<file path="src/rtl/colorlock_pkg.sv">
package colorlock_pkg;
   localparam int STATE_W = 3;
   localparam int NUM_COLORS = 3;
   localparam int IDX_W = $clog2(NUM_COLORS);

   localparam logic [IDX_W-1:0] IDX_RED = IDX_W'(0);
   localparam logic [IDX_W-1:0] IDX_GREEN = IDX_W'(1);
   localparam logic [IDX_W-1:0] IDX_BLUE = IDX_W'(2);

   typedef enum logic [STATE_W-1:0] {
      ST_IDLE = 3'd0,
      ST_ARMED = 3'd1,
      ST_GOT_R1 = 3'd2,
      ST_GOT_B = 3'd3,
      ST_GOT_G = 3'd4,
      ST_OPEN = 3'd5
   } lock_state_t;

   function automatic logic [IDX_W-1:0] wanted_color(input lock_state_t st);
      case (st)
         ST_ARMED: return IDX_RED;
         ST_GOT_R1: return IDX_BLUE;
         ST_GOT_B: return IDX_GREEN;
         default: return IDX_RED;
      endcase
   endfunction

   function automatic lock_state_t step_after(input lock_state_t st);
      case (st)
         ST_ARMED: return ST_GOT_R1;
         ST_GOT_R1: return ST_GOT_B;
         ST_GOT_B: return ST_GOT_G;
         ST_GOT_G: return ST_OPEN;
         default: return ST_IDLE;
      endcase
   endfunction
endpackage

</file>
<file path="src/rtl/colorlock_match.sv">
module colorlock_match #(
   parameter int NUM_COLORS = 3,
   localparam int IW = (NUM_COLORS > 1) ? $clog2(NUM_COLORS) : 1
) (
   input  logic [NUM_COLORS-1:0] btns,
   input  logic [IW-1:0]         want,
   output logic                  hit
);
   if (NUM_COLORS < 2) begin : g_bad_count
      $error("colorlock_match: NUM_COLORS must be at least 2");
   end

   logic [NUM_COLORS-1:0] want_oh;

   for (genvar i = 0; i < NUM_COLORS; i++) begin : g_oh
      assign want_oh[i] = (want == IW'(i));
   end

   assign hit = (btns == want_oh);

   always_comb begin
      if (hit) begin
         AST_HIT_SINGLE: assert ($countones(btns) == 1);
      end
   end
endmodule

</file>
<file path="src/rtl/colorlock_next.sv">
module colorlock_next
   import colorlock_pkg::*;
(
   input  lock_state_t           cur,
   input  logic                  start,
   input  logic                  stb,
   input  logic [NUM_COLORS-1:0] colors,
   output lock_state_t           nxt
);
   logic [IDX_W-1:0] want_idx;
   logic             exact;

   assign want_idx = wanted_color(cur);

   colorlock_match #(.NUM_COLORS(NUM_COLORS)) u_match (
      .btns(colors),
      .want(want_idx),
      .hit (exact)
   );

   always_comb begin
      nxt = cur;
      case (cur)
         ST_IDLE: nxt = start ? ST_ARMED : ST_IDLE;
         ST_ARMED, ST_GOT_R1, ST_GOT_B, ST_GOT_G: begin
            if (stb) nxt = exact ? step_after(cur) : ST_IDLE;
         end
         default: nxt = ST_IDLE;
      endcase
   end
endmodule

</file>
<file path="src/rtl/colorlock_state.sv">
module colorlock_state
   import colorlock_pkg::*;
(
   input  logic        clk,
   input  logic        rst,
   input  lock_state_t d,
   output lock_state_t q
);
   always_ff @(posedge clk) begin
      if (rst) q <= ST_IDLE;
      else     q <= d;
   end

   AST_RESET_IDLE: assert property (@(posedge clk) rst |=> q == ST_IDLE);
endmodule

</file>
<file path="src/rtl/colorlock.sv">
module colorlock
   import colorlock_pkg::*;
(
   input  logic clk,
   input  logic rst,
   input  logic start_btn,
   input  logic red_btn,
   input  logic green_btn,
   input  logic blue_btn,
   input  logic press_stb,
   output logic unlock
);
   lock_state_t           st_q;
   lock_state_t           st_d;
   logic [NUM_COLORS-1:0] colors;
   logic                  mid;

   always_comb begin
      colors = '0;
      colors[IDX_RED] = red_btn;
      colors[IDX_GREEN] = green_btn;
      colors[IDX_BLUE] = blue_btn;
   end

   colorlock_next u_next (
      .cur   (st_q),
      .start (start_btn),
      .stb   (press_stb),
      .colors(colors),
      .nxt   (st_d)
   );

   colorlock_state u_state (
      .clk(clk),
      .rst(rst),
      .d  (st_d),
      .q  (st_q)
   );

   assign unlock = (st_q == ST_OPEN);
   assign mid = (st_q == ST_ARMED) || (st_q == ST_GOT_R1) ||
                (st_q == ST_GOT_B) || (st_q == ST_GOT_G);

   AST_UNLOCK_PULSE: assert property (@(posedge clk) disable iff (rst)
      unlock |=> !unlock);
   AST_HOLD_NO_STB: assert property (@(posedge clk) disable iff (rst)
      (mid && !press_stb) |=> $stable(st_q));
   AST_IDLE_NO_START: assert property (@(posedge clk) disable iff (rst)
      (st_q == ST_IDLE && !start_btn) |=> (st_q == ST_IDLE));
   AST_MULTI_ABORT: assert property (@(posedge clk) disable iff (rst)
      (mid && press_stb && $countones({red_btn, green_btn, blue_btn}) > 1)
      |=> (st_q == ST_IDLE));
   AST_UNLOCK_SOURCE: assert property (@(posedge clk) disable iff (rst)
      $rose(unlock) |-> ($past(st_q) == ST_GOT_G && $past(press_stb) &&
                         $past(red_btn) && !$past(green_btn) && !$past(blue_btn)));
endmodule

</file>
<file path="config.mk">
export PLATFORM = sky130hd
export DESIGN_NAME = colorlock
export DESIGN_NICKNAME = d
export VERILOG_FILES = /design/src/rtl/colorlock_pkg.sv /design/src/rtl/colorlock_match.sv /design/src/rtl/colorlock_next.sv /design/src/rtl/colorlock_state.sv /design/src/rtl/colorlock.sv
export SDC_FILE = /design/constraint.sdc
export NUM_CORES = 1
export LEC_CHECK = 0
export ABC_AREA = 1
export BUFFER_PORTS_ARGS = -buffer_cell sky130_fd_sc_hd__buf_2
export CORE_AREA = 2 2 39 41
export DETAILED_ROUTE_END_ITERATION = 10
export DIE_AREA = 0 0 41 43
export PLACE_DENSITY = 0.34
export SYNTH_ARGS = -nofsm -noshare
export SYNTH_HDL_FRONTEND = slang
export SYNTH_SLANG_ARGS = --single-unit
</file>
<file path="constraint.sdc">
create_clock -name clk -period 3.1 [get_ports clk]
set_input_delay 0.155 -clock clk [delete_from_list [all_inputs] [get_ports clk]]
set_output_delay 0.155 -clock clk [all_outputs]
set_load 0.1 [all_outputs]
</file>
-- Word-level counts from Yosys, hierarchy flattened
Index checks and enable logic that the tools add are counted.
- register bits after elaboration: 3
- input port bits: 7
- equality and inequality tests: 9
- mux-type cells: 6
- reduce and logical (&&, ||, !) cells: 3
- operator list (kind ; number):
    case mux 3 bit (4 select lines) ; 1
    equality test 3 x 2 -> 1 bit (second input constant) ; 2
    equality test 3 bit (second input constant) ; 2
    two-way mux 3 bit ; 2
    case mux 3 bit (2 select lines) ; 1
    case mux 2 bit (2 select lines) ; 1
    OR reduction 4 bit ; 1
    equality test 3 x 1 -> 1 bit (second input constant) ; 1
    equality test 3 bit ; 1
    zero test 3 bit ; 1
    equality test 2 x 1 -> 1 bit (second input constant) ; 1
    equality test 2 bit (second input constant) ; 1
    zero test 2 bit ; 1
    != test 2 bit (second input constant) ; 1
    two-way mux 1 bit ; 1

-- Logic depth before layout (Yosys ltp)
Gate-level depths: netlist of the first run.
- depth in word-level cells: 7
- mapped depth: 7

-- Cells and area by module
Synthesis of the first run repeated with hierarchy kept, for this count alone.
- cells, all modules: 60
- area, all modules: 300.3 µm²
- by module, submodules not included (module ; instances ; cells each ; area each (µm²) ; sequential area each (µm²)):
    colorlock_next ; 1 ; 34 ; 137.6 ; 0.0
    colorlock_state ; 1 ; 9 ; 82.6 ; 60.1
    colorlock_match ; 1 ; 15 ; 70.1 ; 0.0
    colorlock ; 1 ; 2 ; 10.0 ; 0.0

-- Least setup slack after synthesis of the first run
No wires, ideal clock.
- path type: reg-to-output
- start point: register u_state.q[2]
- end point: output port unlock
- arrival time: 2566 ps
- slack: 379 ps
- cell stages (with the launch flop): 3
- path buffers: 0
- path through: dfxtp_1 > inv_2 > nor3_1
- longest elaborated chain between the ends: 1
- RTL lines (element ; RTL line ; text):
    from (decl) ; colorlock_state.sv:7 ; output lock_state_t q
    from (signal assigned) ; colorlock_state.sv:10 ; if (rst) q <= ST_IDLE;
    from (signal assigned) ; colorlock_state.sv:11 ; else q <= d;
    equality test 3 bit ; colorlock.sv:40 ; assign unlock = (st_q == ST_OPEN);
    to (decl) ; colorlock.sv:11 ; output logic unlock
No other way between the ends.

-- Final worst setup path of the first run
Same ends and word-level chain as after synthesis.

==> impl_metrics.yaml, run 1 <==
logic_synthesis:
  yosys_register_bits: 3
  netlist_instances: 50
  synth.area.mux_share_pct: 0
  syn_nets: 57
  yosys_warnings: 0
  synth.largest_area_cell: "nand2_1"
  synth.yosys.seq_area_share_pct: 22.2
  synth-compound-area-share_pct: 11.6
  synth-xor-area-share_pct: 0
  synth.top_cells.by_area: "nand2_1 (24%), dfxtp_1 (22%), nand3_1 (13%)"
  synth.cell_area_um2: 270
  yosysUniqueCellTypes: 13
  synthSimpleGateAreaFrac_pct: 55.1
  synthAdderAreaFrac_pct: 0
  synth_top_family_by_area: "simple AND/OR/NAND/NOR gates"
  synth.top_cell.area_share_pct: 23.6
  syn_area_per_cell_um2: 5.41
timing:
  grt_setup_unrepaired: "false"
  max_slew_margin_pct: 68.1
  finalSetupTns_ns: 0
  tightest_slew_ns: 0.481
  min_period_ns: 1.55
  timing.final.hold_violations: 0
  finalCritPeriodShare_pct: 49.8
  slew_violations: 0
  clock_skew_ns: 0.0000443
  finalSetupViolations: 0
  max_freq_mhz: 647
cells_and_area:
  post-route-util_pct: 25.4
  area_delta_synth_final_pct: 30.1
  diodes: 0
  largest_register: "u_state.q"
  nets: 69
  largest_reg_flops: 3
  finish.instance_area_um2: 352
  top_regs: "u_state.q x3"
  drive_gt1_share_pct: 26.2
clock_tree:
  cts_buffer_depth: 2
  cts.clk_slew.worst_paths_ns: 0.03
  clkLatencyLatePin_ns: 0.23
  ctsResizeCount: 0
  htreeDepth: 1
  numCtsBuffers: 3
  clock_sinks: 3
  cts_tree: "done"
  postCtsSetupBuffers: 0
  cts_root_buffer: "clkbuf_4"
  hold_buffers: 0
drt:
  viasPerCell: 4.26
  num_vias: 328
  wl_per_cell_um: 8.40
  antenna_left: 0
  first_pass_iters: 4
  detail_route.drc_violations: 0
  dr.first_iter.drc_count: 7
  wl_um: 647
pwr:
  vdd_ir_drop_max_uv: 182
  finalPower_mw: 0.128
  power_leakage_nw: 0.180
  p_per_area_mw_per_mm2: 364
flow_run:
  maxCapViolCount: 0
critical_path:
  cpMaxStageDelayCell: "dfxtp_1"
  critical_path.top_delay_family: "buffers and inverters"
  max_stage_delay_ns: 0.45
  crit_chain: "inv_2 -> nor3_1 -> buf_2"
  path_max_fanout: 7
  crit_required_ns: 2.94
  r2r_setup_slack_ns: 1.94
  crit_buf_inv: 2
  start_kind: "flip-flop"
  worstPathArrival_ns: 1.39
  crit_path_end_kind: "output port"
  crit_type: "reg -> out"
floorplanning:
  start_util_pct: 19.5
  rows: 14
  ios: 8
  fp.dieW_um: 41
  core_area_mm2: 0.00138
  die_area_mm2: 0.00176
  dieHeight_um: 43
placed_design:
  gp_congestion: 0.633
  port_buffers: 7
  place.detailed.hpwl_um: 548
  dpl_cell_area_um2: 325
global_route:
  grt_use_total_pct: 9.33
  grt_max_degree: 8
  grt-ovfl-total: 0
  grt_pass1_vias: 301
  antenna_found_initial: 0
  grt_pass1_wl_mm: 1.11
status:
  status: "completed"
worst_hold_path:
  hold_class: "in -> reg"
==> logic make-up after synthesis <==
kind of cell    Yosys count
simple gates             34
buf+inv                   8
compound gates            5
flops                     3
==> stage by stage <==
step,setup slack (ns),std cells,hold WS [ns]
3_3_place_gp,1.81,73,0.351
6_report,1.55,77,0.113
2_1_floorplan,0.379,50,0.224
5_1_grt,1.50,77,0.106
3_5_place_dp,1.79,73,0.352
4_1_cts,1.54,77,0.108
==> layout by cell type (no fill, tap or decap) <==
| cell type | netlist | layout |
|---|---|---|
| clkbuf_1 | 0 | 1 |
| clkbuf_4 | 0 | 3 |
| nor2_1 | 5 | 5 |
| nor2_2 | 1 | 1 |
| nor3b_1 | 1 | 1 |
| nor3_1 | 1 | 1 |
| a21oi_2 | 1 | 1 |
| inv_2 | 2 | 2 |
| buf_2 | 0 | 7 |
| o21bai_1 | 1 | 1 |
| nand2_2 | 2 | 2 |
| dfxtp_1 | 3 | 3 |
| a21oi_1 | 3 | 3 |
| inv_1 | 6 | 6 |
| nand2_1 | 17 | 17 |
| nand3_1 | 7 | 7 |
==> path summary, 6_finish.rpt <==
check / start / to / cells after the start
worst max-delay path: u_state.q[2] / unlock / 3
worst min-delay path: rst / u_state.q[2] / 2
worst max register to register: u_state.q[1] / u_state.q[0] / 6
worst min register to register: u_state.q[1] / u_state.q[1] / 2
==> cell usage after synthesis <==
cell type and instances:
nor2_1 5, dfxtp_1 3, nand2_2 2, a21oi_2 1, nand3_1 7, nor3_1 1, inv_1 6, nand2_1 17
o21bai_1 1, nor2_2 1, nor3b_1 1, a21oi_1 3, inv_2 2
==> where the power goes <==
part	switching, mW	internal [mW]	leakage, nW
Combinational	0.0117	0.00824	0.140
Sequential	0.000941	0.0401	0.0244
Clock	0.0188	0.0481	0.0150
Total	0.0315	0.0965	0.180
==> metal layers <==
layer  up-vias  global-route usage (%)  share of wire, %
li1        180                       -                 -
met1       136                    12.8                45
met2        10                    11.9                45
met3         2                    3.14               8.0
met4         0                    6.00               2.2
met5         -                       0                 0
==> worst reg2reg max path, stage by stage (launching register included) <==
cell      delay, ns
dfxtp_1        0.43
inv_2          0.09
o21bai_1       0.12
nand2_1        0.07
nor2_2         0.16
nand3_1        0.10
a21oi_1        0.13
==> layout make-up <==
class,count,area (um^2)
timing repair buffer,7,35.0
multi-input combinational,39,180
sequential,3,60.1
clock buffer,4,26.3
fill,181,1030
tap,16,20.0
inverter,8,30.0
Power figures use the tool's default switching activity.
==> run 2, diff against run 1 <==
--- a/config.mk
+++ b/config.mk
@@ -10,7 +10,7 @@
 export CORE_AREA = 2 2 39 41
 export DETAILED_ROUTE_END_ITERATION = 10
 export DIE_AREA = 0 0 41 43
-export PLACE_DENSITY = 0.34
+export PLACE_DENSITY = 0.36
 export SYNTH_ARGS = -nofsm -noshare
 export SYNTH_HDL_FRONTEND = slang
 export SYNTH_SLANG_ARGS = --single-unit
==> constraint.sdc (replaced) <==
create_clock -name clk -period 1.4 [get_ports clk]
set_input_delay 0.07 -clock clk [delete_from_list [all_inputs] [get_ports clk]]
set_output_delay 0.07 -clock clk [all_outputs]
set_load 0.1 [all_outputs]
==> impl_metrics.yaml, run 2 (synthesis results as in run 1) <==
critical_path:
  crit_type: "reg -> out"
  max_stage_delay_ns: 0.45
  worstPathArrival_ns: 1.21
  worstSetupStartpoint: "u_state.q[2]"
  critical_path.top_delay_family: "flip-flops"
  r2r_setup_slack_ns: 0.21
  crit_buf_inv: 2
  start_kind: "flip-flop"
  crit_required_ns: 1.33
  crit_chain: "inv_2 -> nor3_4 -> buf_12"
  cpMaxStageDelayCell: "dfxtp_1"
  r2r_start: "u_state.q[0]"
  crit_path_end_kind: "output port"
  path_max_fanout: 7
clock_tree:
  hold_buffers: 0
  cts_root_buffer: "clkbuf_4"
  cts_buffer_depth: 2
  clkLatencyLatePin_ns: 0.23
  ctsResizeCount: 0
  cts_tree: "done"
  clock_sinks: 3
  numCtsBuffers: 3
  htreeDepth: 1
  cts.clk_slew.worst_paths_ns: 0.04
  postCtsSetupBuffers: 0
status:
  status: "completed"
cells_and_area:
  area_delta_synth_final_pct: 40.3
  drive_gt1_share_pct: 29.5
  diodes: 0
  largest_register: "u_state.q"
  final_cells: 77
  post-route-util_pct: 27.4
  final_common_cell: "nand2_1"
  nets: 69
  final_cell_mix: "nand2_1 (17), nand3_1 (7), inv_1 (6), buf_2 (6), nor2_1 (5)"
  largest_reg_flops: 3
  top_regs: "u_state.q x3"
placed_design:
  post-place-ws_ns: 0.149
  gp_congestion: 0.730
  port_buffers: 7
  dp.cells: 73
  place.detailed.hpwl_um: 515
pwr:
  seqPwrFrac_pct: 32.3
  p_per_area_mw_per_mm2: 745
  p_clk_share_pct: 51.4
  internal_power_mw: 0.214
  switching_share_pct: 24.4
  vdd_ir_drop_max_uv: 350
  p_sw_mw: 0.0688
  power_leakage_nw: 0.183
  p_comb_share_pct: 16.3
timing:
  timing.final.hold_violations: 0
  whs_ns: 0.0252
  max_slew_margin_pct: 83.0
  clock_skew_ns: 0.00206
  setup_ws_ns: 0.121
  max_freq_mhz: 782
  finalSetupViolations: 0
  finalSetupTns_ns: 0
  min_period_ns: 1.28
  slew_violations: 0
  grt_setup_unrepaired: "false"
  tightest_slew_ns: 0.255
  finalCritPeriodShare_pct: 91.3
global_route:
  grt_use_total_pct: 8.32
  grt-ovfl-total: 0
  grt_pass1_vias: 268
  grt_pass1_wl_mm: 1.01
  grt_max_degree: 8
  antenna_found_initial: 0
drt:
  wl_per_cell_um: 8.10
  first_pass_iters: 4
  detail_route.drc_violations: 0
  num_vias: 320
  viasPerCell: 4.16
  dr.first_iter.drc_count: 12
  wl_um: 624
  antenna_left: 0
floorplanning:
  rows: 14
  core_area_mm2: 0.00138
  ios: 8
  dieHeight_um: 43
  fp.dieW_um: 41
  die_area_mm2: 0.00176
  start_util_pct: 19.5
worst_hold_path:
  hold_class: "in -> reg"
  hp-start: "rst"
flow_run:
  maxCapViolCount: 0
run 2: changes by cell type in the layout (fill, tap and decap cells not counted):
cell | previous run | this run
dfxtp_1 | 3 | 2
buf_12 | 0 | 1
dfxtp_2 | 0 | 1
buf_2 | 7 | 6
nor3_4 | 0 | 1
nor3_1 | 1 | 0
run 2: routing by layer:
layer	vias up	wire length [um]	track usage (%)
met3	0	28	1.57
li1	179	-	-
met1	136	303	11.2
met5	-	0	0
met4	0	0	6.00
met2	5	292	11.3
run 2: metrics by stage:
stage          power, mW  instance area [um^2]
6_report           0.282                   379
5_1_grt            0.297                   379
4_1_cts            0.289                   378
3_5_place_dp       0.139                   352
3_3_place_gp       0.139                   352
2_1_floorplan      0.122                   282
run 2: cell type report:
cell class | count | area (um^2)
clock buffers | 4 | 26.3
fillers | 177 | 1000
inverters | 8 | 30.0
multi-input cells | 39 | 191
flip-flops and latches | 3 | 61.3
well taps | 16 | 20.0
repair buffers | 7 | 50.0
run 2: worst reg2reg max path: stages (launching register included):
cell and delay, ns:
dfxtp_1 0.31, inv_1 0.20, nand3_1 0.16, a21oi_2 0.23
nand2_1 0.07, nand2_1 0.06, a21oi_1 0.04
run 2: final timing paths:
path                   to  depth (start not counted)
min          u_state.q[1]                          2
max reg2reg  u_state.q[0]                          6
max                unlock                          3
min reg2reg  u_state.q[1]                          2
run 2: power groups by stage:
stage / clock (mW) / sequential, mW / combinational [mW]
final: 0.145 / 0.0913 / 0.0460
after detailed placement: 0 / 0.0926 / 0.0460
after global routing: 0.153 / 0.0918 / 0.0519
after global placement: 0 / 0.0925 / 0.0460
after CTS: 0.151 / 0.0913 / 0.0462
after floorplan: 0 / 0.0919 / 0.0304
